--- config.mk ---
export PLATFORM = sky130hd
export DESIGN_NAME = simd_mac_unit
export DESIGN_NICKNAME = d
export VERILOG_FILES = /design/src/rtl/simd_mac_pkg.sv /design/src/rtl/simd_prod_unit.sv /design/src/rtl/simd_sad_unit.sv /design/src/rtl/simd_avg_unit.sv /design/src/rtl/simd_mac_unit.sv
export SDC_FILE = /design/constraint.sdc
export NUM_CORES = 2
export LEC_CHECK = 0
export ABC_CLOCK_PERIOD_IN_PS = 1190
export BUFFER_PORTS_ARGS = -buffer_cell sky130_fd_sc_hd__buf_2
export CORE_MARGIN = 5
export CORE_UTILIZATION = 40
export DETAILED_ROUTE_END_ITERATION = 7
export SYNTH_ARGS = -nofsm -noshare
export SYNTH_HDL_FRONTEND = slang
export SYNTH_SLANG_ARGS = --single-unit
--- constraint.sdc ---
create_clock -name clk -period 1.19 [get_ports clk]
set_input_delay 0.238 -clock clk [delete_from_list [all_inputs] [get_ports clk]]
set_output_delay 0.238 -clock clk [all_outputs]
set_load 0.01 [all_outputs]
--- src/rtl/simd_mac_pkg.sv ---
package simd_mac_pkg;

  // Operation codes
  localparam logic [3:0] OP_MADD_S = 4'd0;
  localparam logic [3:0] OP_MADD_U = 4'd1;
  localparam logic [3:0] OP_SAD_B  = 4'd2;
  localparam logic [3:0] OP_SAD_H  = 4'd3;
  localparam logic [3:0] OP_MUL_SL = 4'd4;
  localparam logic [3:0] OP_MUL_SH = 4'd5;
  localparam logic [3:0] OP_MUL_UL = 4'd6;
  localparam logic [3:0] OP_MUL_UH = 4'd7;
  localparam logic [3:0] OP_MAC_S  = 4'd8;
  localparam logic [3:0] OP_MAC_U  = 4'd9;
  localparam logic [3:0] OP_AVG_B  = 4'd10;
  localparam logic [3:0] OP_AVG_H  = 4'd11;
  localparam logic [3:0] OP_LAST   = 4'd11;

  // Lane layout of one packed word
  localparam int BYTE_LANES = 8;
  localparam int HALF_LANES = 4;

  // Zero-flag word: a byte lane owns bit 4*i+2, a halfword lane owns bit 8*i+6
  localparam int          FLAG_W          = 32;
  localparam int          BYTE_FLAG_PITCH = 4;
  localparam int          BYTE_FLAG_OFS   = 2;
  localparam int          HALF_FLAG_PITCH = 8;
  localparam int          HALF_FLAG_OFS   = 6;
  localparam logic [31:0] BYTE_FLAG_MASK  = 32'h4444_4444;
  localparam logic [31:0] HALF_FLAG_MASK  = 32'h4040_4040;

endpackage

--- src/rtl/simd_prod_unit.sv ---
module simd_prod_unit
  import simd_mac_pkg::*;
#(
  parameter int HALF_W = 16
) (
  input  logic [4*HALF_W-1:0] a_i,
  input  logic [4*HALF_W-1:0] b_i,
  input  logic                is_signed_i,
  input  logic                take_hi_i,
  output logic [4*HALF_W-1:0] madd_o,
  output logic [4*HALF_W-1:0] mul_o,
  output logic [4*HALF_W-1:0] mac_o
);

  localparam int DW = 4 * HALF_W;
  localparam int PW = 2 * HALF_W;   // full product width
  localparam int AW = PW + 2;       // accumulator width for four products

  // One halfword product; the operands are widened first, so the truncated
  // product is exact in both signed and unsigned form.
  function automatic logic [PW-1:0] lane_product(
    input logic [HALF_W-1:0] x,
    input logic [HALF_W-1:0] y,
    input logic              sgn
  );
    logic [PW-1:0] xe;
    logic [PW-1:0] ye;
    xe = sgn ? {{HALF_W{x[HALF_W-1]}}, x} : {{HALF_W{1'b0}}, x};
    ye = sgn ? {{HALF_W{y[HALF_W-1]}}, y} : {{HALF_W{1'b0}}, y};
    return xe * ye;
  endfunction

  // Extends a product to accumulator width, with sign or with zeros.
  function automatic logic [AW-1:0] widen(
    input logic [PW-1:0] p,
    input logic          sgn
  );
    return sgn ? {{2{p[PW-1]}}, p} : {2'b00, p};
  endfunction

  logic [PW-1:0] lane_prod [HALF_LANES];

  for (genvar l = 0; l < HALF_LANES; l++) begin : g_lane
    assign lane_prod[l] = lane_product(a_i[l*HALF_W +: HALF_W],
                                       b_i[l*HALF_W +: HALF_W], is_signed_i);
    // Per-lane product: keep the low half or the product shifted by HALF_W
    assign mul_o[l*HALF_W +: HALF_W] = take_hi_i ? lane_prod[l][PW-1:HALF_W]
                                                 : lane_prod[l][HALF_W-1:0];
  end

  // Pairwise multiply-add, each pair sum truncated to its half of the word
  logic [PW-1:0] pair_lo;
  logic [PW-1:0] pair_hi;
  assign pair_lo = lane_prod[0] + lane_prod[1];
  assign pair_hi = lane_prod[2] + lane_prod[3];
  assign madd_o  = {pair_hi, pair_lo};

  // Four-lane multiply-accumulate, exact in AW bits, then extended
  logic [AW-1:0] mac_sum;
  always_comb begin
    mac_sum = '0;
    for (int l = 0; l < HALF_LANES; l++) begin
      mac_sum = mac_sum + widen(lane_prod[l], is_signed_i);
    end
  end

  assign mac_o = is_signed_i ? {{(DW-AW){mac_sum[AW-1]}}, mac_sum}
                             : {{(DW-AW){1'b0}}, mac_sum};

endmodule

--- src/rtl/simd_sad_unit.sv ---
module simd_sad_unit
  import simd_mac_pkg::*;
#(
  parameter int HALF_W = 16
) (
  input  logic [4*HALF_W-1:0] a_i,
  input  logic [4*HALF_W-1:0] b_i,
  input  logic                half_mode_i,
  output logic [4*HALF_W-1:0] sad_o
);

  localparam int DW  = 4 * HALF_W;
  localparam int BW  = HALF_W / 2;
  localparam int SBW = BW + 3;       // eight byte differences
  localparam int SHW = HALF_W + 2;   // four halfword differences

  // Absolute difference formed one bit wider, so it cannot wrap
  function automatic logic [BW-1:0] abs_diff_b(
    input logic [BW-1:0] x,
    input logic [BW-1:0] y
  );
    logic [BW:0] d;
    logic [BW:0] nd;
    d  = {1'b0, x} - {1'b0, y};
    nd = -d;
    return d[BW] ? nd[BW-1:0] : d[BW-1:0];
  endfunction

  function automatic logic [HALF_W-1:0] abs_diff_h(
    input logic [HALF_W-1:0] x,
    input logic [HALF_W-1:0] y
  );
    logic [HALF_W:0] d;
    logic [HALF_W:0] nd;
    d  = {1'b0, x} - {1'b0, y};
    nd = -d;
    return d[HALF_W] ? nd[HALF_W-1:0] : d[HALF_W-1:0];
  endfunction

  logic [BW-1:0]     diff_b [BYTE_LANES];
  logic [HALF_W-1:0] diff_h [HALF_LANES];

  for (genvar i = 0; i < BYTE_LANES; i++) begin : g_byte
    assign diff_b[i] = abs_diff_b(a_i[i*BW +: BW], b_i[i*BW +: BW]);
  end

  for (genvar i = 0; i < HALF_LANES; i++) begin : g_half
    assign diff_h[i] = abs_diff_h(a_i[i*HALF_W +: HALF_W], b_i[i*HALF_W +: HALF_W]);
  end

  logic [SBW-1:0] sum_b;
  logic [SHW-1:0] sum_h;

  always_comb begin
    sum_b = '0;
    for (int i = 0; i < BYTE_LANES; i++) begin
      sum_b = sum_b + {{(SBW-BW){1'b0}}, diff_b[i]};
    end
    sum_h = '0;
    for (int i = 0; i < HALF_LANES; i++) begin
      sum_h = sum_h + {{(SHW-HALF_W){1'b0}}, diff_h[i]};
    end
  end

  assign sad_o = half_mode_i ? {{(DW-SHW){1'b0}}, sum_h}
                             : {{(DW-SBW){1'b0}}, sum_b};

endmodule

--- src/rtl/simd_avg_unit.sv ---
module simd_avg_unit
  import simd_mac_pkg::*;
#(
  parameter int HALF_W = 16
) (
  input  logic [4*HALF_W-1:0] a_i,
  input  logic [4*HALF_W-1:0] b_i,
  input  logic                half_mode_i,
  input  logic                rnd_i,
  output logic [4*HALF_W-1:0] avg_o,
  output logic [FLAG_W-1:0]   flags_o
);

  localparam int DW = 4 * HALF_W;
  localparam int BW = HALF_W / 2;

  // (x + y + r) >> 1, with the sum kept one bit wider than the lane
  function automatic logic [BW-1:0] avg_b(
    input logic [BW-1:0] x,
    input logic [BW-1:0] y,
    input logic          r
  );
    logic [BW:0] s;
    s = {1'b0, x} + {1'b0, y} + {{BW{1'b0}}, r};
    return s[BW:1];
  endfunction

  function automatic logic [HALF_W-1:0] avg_h(
    input logic [HALF_W-1:0] x,
    input logic [HALF_W-1:0] y,
    input logic              r
  );
    logic [HALF_W:0] s;
    s = {1'b0, x} + {1'b0, y} + {{HALF_W{1'b0}}, r};
    return s[HALF_W:1];
  endfunction

  logic [DW-1:0] byte_vec;
  logic [DW-1:0] half_vec;
  logic [FLAG_W-1:0] byte_zero;
  logic [FLAG_W-1:0] half_zero;

  for (genvar i = 0; i < BYTE_LANES; i++) begin : g_byte
    assign byte_vec[i*BW +: BW] = avg_b(a_i[i*BW +: BW], b_i[i*BW +: BW], rnd_i);
  end

  for (genvar i = 0; i < HALF_LANES; i++) begin : g_half
    assign half_vec[i*HALF_W +: HALF_W] =
      avg_h(a_i[i*HALF_W +: HALF_W], b_i[i*HALF_W +: HALF_W], rnd_i);
  end

  // Zero flags placed at their fixed slots in the flag word
  always_comb begin
    byte_zero = '0;
    half_zero = '0;
    for (int i = 0; i < BYTE_LANES; i++) begin
      byte_zero[i*BYTE_FLAG_PITCH + BYTE_FLAG_OFS] = ~|byte_vec[i*BW +: BW];
    end
    for (int i = 0; i < HALF_LANES; i++) begin
      half_zero[i*HALF_FLAG_PITCH + HALF_FLAG_OFS] = ~|half_vec[i*HALF_W +: HALF_W];
    end
  end

  assign avg_o   = half_mode_i ? half_vec  : byte_vec;
  assign flags_o = half_mode_i ? half_zero : byte_zero;

endmodule

--- src/rtl/simd_mac_unit.sv ---
module simd_mac_unit
  import simd_mac_pkg::*;
#(
  parameter int HALF_W = 16
) (
  input  logic                clk,
  input  logic                rst_n,
  input  logic [3:0]          op_i,
  input  logic                rnd_i,
  input  logic [4*HALF_W-1:0] opnd_a_i,
  input  logic [4*HALF_W-1:0] opnd_b_i,
  output logic [4*HALF_W-1:0] result_o,
  output logic [31:0]         flags_o
);

  localparam int DW = 4 * HALF_W;
  localparam int BW = HALF_W / 2;
  localparam int AW = 2 * HALF_W + 2;
  localparam logic [DW-1:0] SAD_B_MAX = DW'(BYTE_LANES * ((1 << BW) - 1));

  // Decoded controls, named for the assertions
  logic is_signed;
  logic take_hi;
  logic sad_half;
  logic avg_half;
  logic is_avg;
  logic is_defined;

  assign is_signed  = (op_i == OP_MADD_S) || (op_i == OP_MUL_SL) ||
                      (op_i == OP_MUL_SH) || (op_i == OP_MAC_S);
  assign take_hi    = (op_i == OP_MUL_SH) || (op_i == OP_MUL_UH);
  assign sad_half   = (op_i == OP_SAD_H);
  assign avg_half   = (op_i == OP_AVG_H);
  assign is_avg     = (op_i == OP_AVG_B) || (op_i == OP_AVG_H);
  assign is_defined = (op_i <= OP_LAST);

  logic [DW-1:0]     madd_res;
  logic [DW-1:0]     mul_res;
  logic [DW-1:0]     mac_res;
  logic [DW-1:0]     sad_res;
  logic [DW-1:0]     avg_res;
  logic [FLAG_W-1:0] avg_flags;

  simd_prod_unit #(.HALF_W(HALF_W)) u_prod (
    .a_i         (opnd_a_i),
    .b_i         (opnd_b_i),
    .is_signed_i (is_signed),
    .take_hi_i   (take_hi),
    .madd_o      (madd_res),
    .mul_o       (mul_res),
    .mac_o       (mac_res)
  );

  simd_sad_unit #(.HALF_W(HALF_W)) u_sad (
    .a_i         (opnd_a_i),
    .b_i         (opnd_b_i),
    .half_mode_i (sad_half),
    .sad_o       (sad_res)
  );

  simd_avg_unit #(.HALF_W(HALF_W)) u_avg (
    .a_i         (opnd_a_i),
    .b_i         (opnd_b_i),
    .half_mode_i (avg_half),
    .rnd_i       (rnd_i),
    .avg_o       (avg_res),
    .flags_o     (avg_flags)
  );

  logic [DW-1:0]     result_d;
  logic [FLAG_W-1:0] flags_d;

  always_comb begin
    case (op_i)
      OP_MADD_S, OP_MADD_U:                        result_d = madd_res;
      OP_SAD_B, OP_SAD_H:                          result_d = sad_res;
      OP_MUL_SL, OP_MUL_SH, OP_MUL_UL, OP_MUL_UH:  result_d = mul_res;
      OP_MAC_S, OP_MAC_U:                          result_d = mac_res;
      OP_AVG_B, OP_AVG_H:                          result_d = avg_res;
      default:                                     result_d = opnd_a_i;
    endcase
    flags_d = (is_avg && is_defined) ? avg_flags : '0;
  end

  always_ff @(posedge clk or negedge rst_n) begin
    if (!rst_n) begin
      result_o <= '0;
      flags_o  <= '0;
    end else begin
      result_o <= result_d;
      flags_o  <= flags_d;
    end
  end

  // Unassigned codes: operand A passes through and the flags are clear
  assert_undef_passthru_R10: assert property (@(posedge clk) disable iff (!rst_n)
    (op_i > OP_LAST) |=> (result_o == $past(opnd_a_i)) && (flags_o == '0));

  // Flags stay clear after every non-average code
  assert_flags_clear_R9: assert property (@(posedge clk) disable iff (!rst_n)
    (op_i <= OP_MAC_U) |=> (flags_o == '0));

  // Byte averages write only the byte flag slots
  assert_byte_flag_slots_R8: assert property (@(posedge clk) disable iff (!rst_n)
    (op_i == OP_AVG_B) |=> ((flags_o & ~BYTE_FLAG_MASK) == '0));

  // Halfword averages write only the halfword flag slots
  assert_half_flag_slots_R8: assert property (@(posedge clk) disable iff (!rst_n)
    (op_i == OP_AVG_H) |=> ((flags_o & ~HALF_FLAG_MASK) == '0));

  // Byte SAD cannot exceed eight full-scale differences
  assert_sad_bound_R3: assert property (@(posedge clk) disable iff (!rst_n)
    (op_i == OP_SAD_B) |=> (result_o <= SAD_B_MAX));

  // Signed MAC: all bits above the exact sum copy its sign
  assert_mac_sign_R6: assert property (@(posedge clk) disable iff (!rst_n)
    (op_i == OP_MAC_S) |=> (($countones(result_o[DW-1:AW-1]) == 0) ||
                            ($countones(result_o[DW-1:AW-1]) == DW-AW+1)));

endmodule

# After elaboration in Yosys (flattened, before gate mapping)
# Cells that the tools add are included.
# classes
addsub,63
n_lt_le_gt_ge,1
reduce_logical,36
eq_ne,11
muxes,34
multipliers,4
# op_table
cell,count
case mux 64 bit (5 select lines),1
two-way mux 32 bit,9
two-way mux 34 bit,4
multiplier 32 x 32 -> 32 bit,4
two-way mux 16 bit,8
two-way mux 64 bit,2
adder 34 bit,3
adder 16 x 16 -> 17 bit,5
adder 8 x 8 -> 9 bit,9
adder 9 x 1 -> 9 bit,8
subtractor 8 x 8 -> 9 bit,8
adder 17 x 1 -> 17 bit,4
subtractor 16 x 16 -> 17 bit,4
adder 11 x 8 -> 11 bit,6
adder 32 bit,2
two-way mux 8 bit,8
negation 16 bit,4
negation 8 bit,8
OR reduction 16 bit,4
OR reduction 8 bit,8
adder 18 x 16 -> 18 bit,2
two-way mux 31 bit,1
two-way mux 18 bit,1
equality test 4 x 3 -> 1 bit (second input constant),4
other kinds (10),32
# word_totals
word_cells,151
out_inout_bits,96
regBits,96
in_bits,135

# Logic depth before layout (Yosys ltp)
# logic_depth
ltp_word,12
depth_mapped,47
ltp_nobuf,44

# Modules after synthesis
# Synthesis repeated with hierarchy kept, for this count alone.
# unflattened
hier_cells,8827
hier_area_um2,77937.2
# by_module_without_submodules
mod,cells_per_inst,area_each_um2,n_inst,seq_area_each_um2
simd_prod_unit,6433,58009.4,1,0.0
simd_sad_unit,1214,9146.3,1,0.0
simd_mac_unit,506,6075.8,1,2402.3
simd_avg_unit,674,4705.8,1,0.0

# Worst setup path after synthesis
# OpenSTA, ideal clock, no wires.
# synth_timing
path_kind,input-to-reg
startpoint,input port op_i[2]
endpoint,register result_o[62]
cell_stages,38
slack_ns,-9.588
path_buffers,2
required_time_ns,1.064
setup_time_ns,0.126
arrival_ns,10.652
cell_sequence,mux2_4 nor2_1 clkbuf_1 and2_1 clkbuf_1 nand2_1 inv_1 fa_1 fa_1 fa_1 fa_1 fa_1 inv_1 fa_1 inv_1 fa_1 fa_1 ha_1 [... 2 more ...] a21o_1 or4_1 and2_1 xnor2_1 fa_1 inv_1 fa_1 ha_1 nand2_1 or3_1 a2111oi_0 o21ai_1 a21o_1 and3_1 and3_1 mux2i_2 o211ai_1 o32a_1
# synth_via
elab_chain_cells,12
elab_cells_between_ends,45
cone_classes,add/sub: 4; mul: 4; eq/ne: 11; mux: 16; reduce/logical: 10
# synth_lines
element,line_no,source
from (decl),simd_mac_unit.sv:8,"input logic [3:0] op_i,"
equality test 4 x 3 -> 1 bit or logical NOT 4 bit (tied branches),"simd_mac_unit.sv:29, simd_mac_unit.sv:74",
logical OR 1 bit (2 in series),simd_mac_unit.sv:29,assign is_signed = (op_i == OP_MADD_S) || (op_i == OP_MUL_SL) ||
logical OR 1 bit,simd_mac_unit.sv:30,(op_i == OP_MUL_SH) || (op_i == OP_MAC_S);
two-way mux 32 bit (on tied branches),"simd_prod_unit.sv:28, simd_prod_unit.sv:29",
multiplier 32 x 32 -> 32 bit,simd_prod_unit.sv:30,return xe * ye;
two-way mux 34 bit,simd_prod_unit.sv:38,"return sgn ? {{2{p[PW-1]}}, p} : {2'b00, p};"
adder 34 bit (3 in series),simd_prod_unit.sv:63,"mac_sum = mac_sum + widen(lane_prod[l], is_signed_i);"
two-way mux 64 bit,simd_prod_unit.sv:67,"assign mac_o = is_signed_i ? {{(DW-AW){mac_sum[AW-1]}}, mac_sum}"
case mux 64 bit (5 select lines) *,simd_mac_unit.sv:74,case (op_i)
net result_d[62],simd_mac_unit.sv:70,logic [DW-1:0] result_d;
to (signal assigned),simd_mac_unit.sv:90,result_o <= result_d;
to (decl),simd_mac_unit.sv:12,"output logic [4*HALF_W-1:0] result_o,"
# Mark *: on every way through the listed nets, which the timed path passes. The rest lies on a longest branch.

# Worst setup path in the final report
# layout_timing
startpoint,input port op_i[0]
endpoint,register result_o[35]
# Same word-level chain as after synthesis.

==> run_results.csv <==
group,metric,value,unit
worst_setup_path,cp-start-kind,"input pin",
run_status,violations,"setup timing",
synth,synth.area.top_cells,"fa_1 40%, ha_1 13%, inv_1 11%",
synth,synth_area_per_cell,8.46,um2
floorplanning,core-area,0.185,mm2
sta,layout_setup_ws,-9.03,ns
worst_setup_path,crit_path_max_fanout,6,
sta,rsz0062_at_grt,"yes",
sta,slew_headroom,0.336,
cells_and_area,utilization,0.543,
synth,netlist_instances,8785,
worst_setup_path,cp_num_cells,46,
floorplanning,die_h,441,um
worst_setup_path,cp_slowest_cell,"fa_1",
job,drv_cap,0,
clock_network,cts-root-buf,"clkbuf_16",
clock_network,clk_pin_slew,0.07,ns
synth,syn-cell-area,0.0743,mm2
floorplanning,rows,158,
synth,yosysUniqueCellTypes,99,
clock_network,cts_max_level,3,
sta,holdWs,0.215,ns
sta,hold_viol_final,0,
grt,grt-ovfl-total,0,
floorplanning,boundaryPins,231,
grt,grt_pass1_wl,463000,um
grt,grt_pass1_vias,74600,
worst_setup_path,cpMostUsedCell,"fa_1",
sta,min_period,10.22,ns
grt,antenna_found_initial,9,
floorplanning,start_util,0.401,
synth,netlist_top_cells_count,"2082 x inv_1, 1498 x fa_1, 968 x nand2_1",
drt,drc,0,
synth,yosysMostFrequentCell,"inv_1",
min_path,min_path_type,"input pin to async pin",
clock_network,cts_tree,"built",
synth,yosys.area.top_type,"fa_1",
clock_network,cts.sinks,72,
placed_design,dp_hpwl,277000,um
sta,max_freq,0.0979,GHz
floorplanning,die_w,441,um
worst_setup_path,max_stage_delay,0.54,ns
worst_setup_path,path_delay_family,"adder cells",
cells_and_area,area_growth_syn_to_layout,35.2,%
worst_setup_path,end_kind,"flip-flop",
synth,synth_edf_count,0,
clock_network,clockBufferDepth,2,
worst_setup_path,critical_path_class,"input pin to flip-flop",
sta,finalSetupViolations,127,
synth,ys_warn_count,0,
grt,grt_max_degree,38,
drt,via_per_inst,5.17,
cells_and_area,nets,13500,
placed_design,finalWeightedCongestion,1.07,
sta,tightestPinTransition,0.989,ns
drt,initialDrtViolationCount,5132,
cells_and_area,drive_gt1_frac,0.291,
drt,vias,70100,
worst_setup_path,critPathRequiredTime,1.55,ns
drt,post_drt_wl_per_cell,22.8,um
sta,slew_viol_final,0,
synth,postSynth.topFlopCell,"dfrtp_1",
worst_setup_path,critPathBufInv,14,
sta,period_share,8.59,
synth,ys_ff_latch,72,
synth,async_flop_share,1.00,
run_status,status,"complete, but fails checks",
synth,yosysSeqAreaShare,0.0242,
worst_setup_path,startpoint,"op_i[0]",
cells_and_area,fill_cells,17300,
drt,drt_pass1_iterations,6,
drt,postRouteAntennaNets,0,
floorplanning,dieArea,0.195,mm2
grt,grt_usage,0.318,
synth,post-synth-top-area-fraction,0.403,
placed_design,port_buffers,206,
worst_setup_path,crit_arrival,10.58,ns
clock_network,numCtsBuffers,9,
drt,totalWireLength,310000,um
## state kept, by name, indices dropped and copies added, names as in the netlist
name,cells
result_o,64
flags_o,8
## logic make-up (layout without fill, tap and decap cells)
| group | count (synthesis) | after routing | share of synthesized area |
|---|---|---|---|
| flops | 72 | 72 | 0.0242 |
| xor+xnor | 634 | 634 | 0.0753 |
| buf+inv | 2431 | 4712 | 0.124 |
| other cells | 1 | 32 | 0.0000504 |
| mux | 32 | 32 | 0.00453 |
| fa+ha+maj | 2281 | 2281 | 0.535 |
| compound gates | 1219 | 1219 | 0.108 |
| simple gates | 2115 | 2115 | 0.128 |
## worst max-delay path by stage
| stage | end |
|---|---|
| finish | result_o[35] |
| global route | result_o[62] |
| CTS | result_o[62] |
| detailed placement | result_o[47] |
| global placement | result_o[47] |
| floorplan | result_o[62] |
## metal layers
metal	vias up	share of wire	wire length, um	track usage
met5	-	0.000074	23	0
met1	35600	0.40	125000	0.406
met3	659	0.061	19000	0.0402
met4	4	0.067	20900	0.163
met2	2330	0.47	146000	0.532
li1	31600	-	-	-
## through the flow
step / std cells / setup slack, ns / instance area (um2) / TNS, ns
floorplan: 8808 / -8.65 / 76300 / -497.33
global placement: 13500 / -9.74 / 96800 / -585.21
detailed placement: 13500 / -9.94 / 96800 / -593.53
CTS: 13500 / -9.01 / 98100 / -539.21
global route: 13600 / -9.37 / 100000 / -556.44
finish: 13600 / -9.03 / 100000 / -536.66
## final cells by class
class | instances | area (um2) | share of cell area
Inverter | 2093 | 7910 | 0.0788
Multi-Input combinational cell | 6305 | 66800 | 0.665
Sequential cell | 72 | 1820 | 0.0181
Clock buffer | 12 | 246 | 0.00245
Clock inverter | 3 | 42.5 | 0.000423
Antenna cell | 8 | 20.0 | 0.000199
Tap cell | 2480 | 3100 | 0.0309
Timing Repair Buffer | 2604 | 20500 | 0.204
## cells in the final DEF (no fill, tap or decap), types with 70 or more instances in the layout
master   synthesis  routed
xor2_1         171     162
a21o_1         123     123
buf_12           0      70
fa_1          1498    1468
nor2_1         480     461
nand2_1        968     928
a21oi_1        358     284
and2_1         241     232
ha_1           782     712
buf_2            3     146
buf_6            2      92
xnor2_1        460     414
buf_4           24    2269
o21ai_0        194     151
inv_1         2082    2015
## what timing repair did
item | 4_1_cts | 5_1_grt
cloned | 0 | 3
hold buffers | 1 | 0
resized for setup | 172 | 444
endpoints found under the hold margin | 72 | 0
pin swaps | 102 | 193
setup endpoints to repair | 144 | 143
setup buffers | 20 | 45
Power is left out: the tool's default activity adds up to more than one toggle a clock period on the data nets, which glitch-free logic cannot reach.
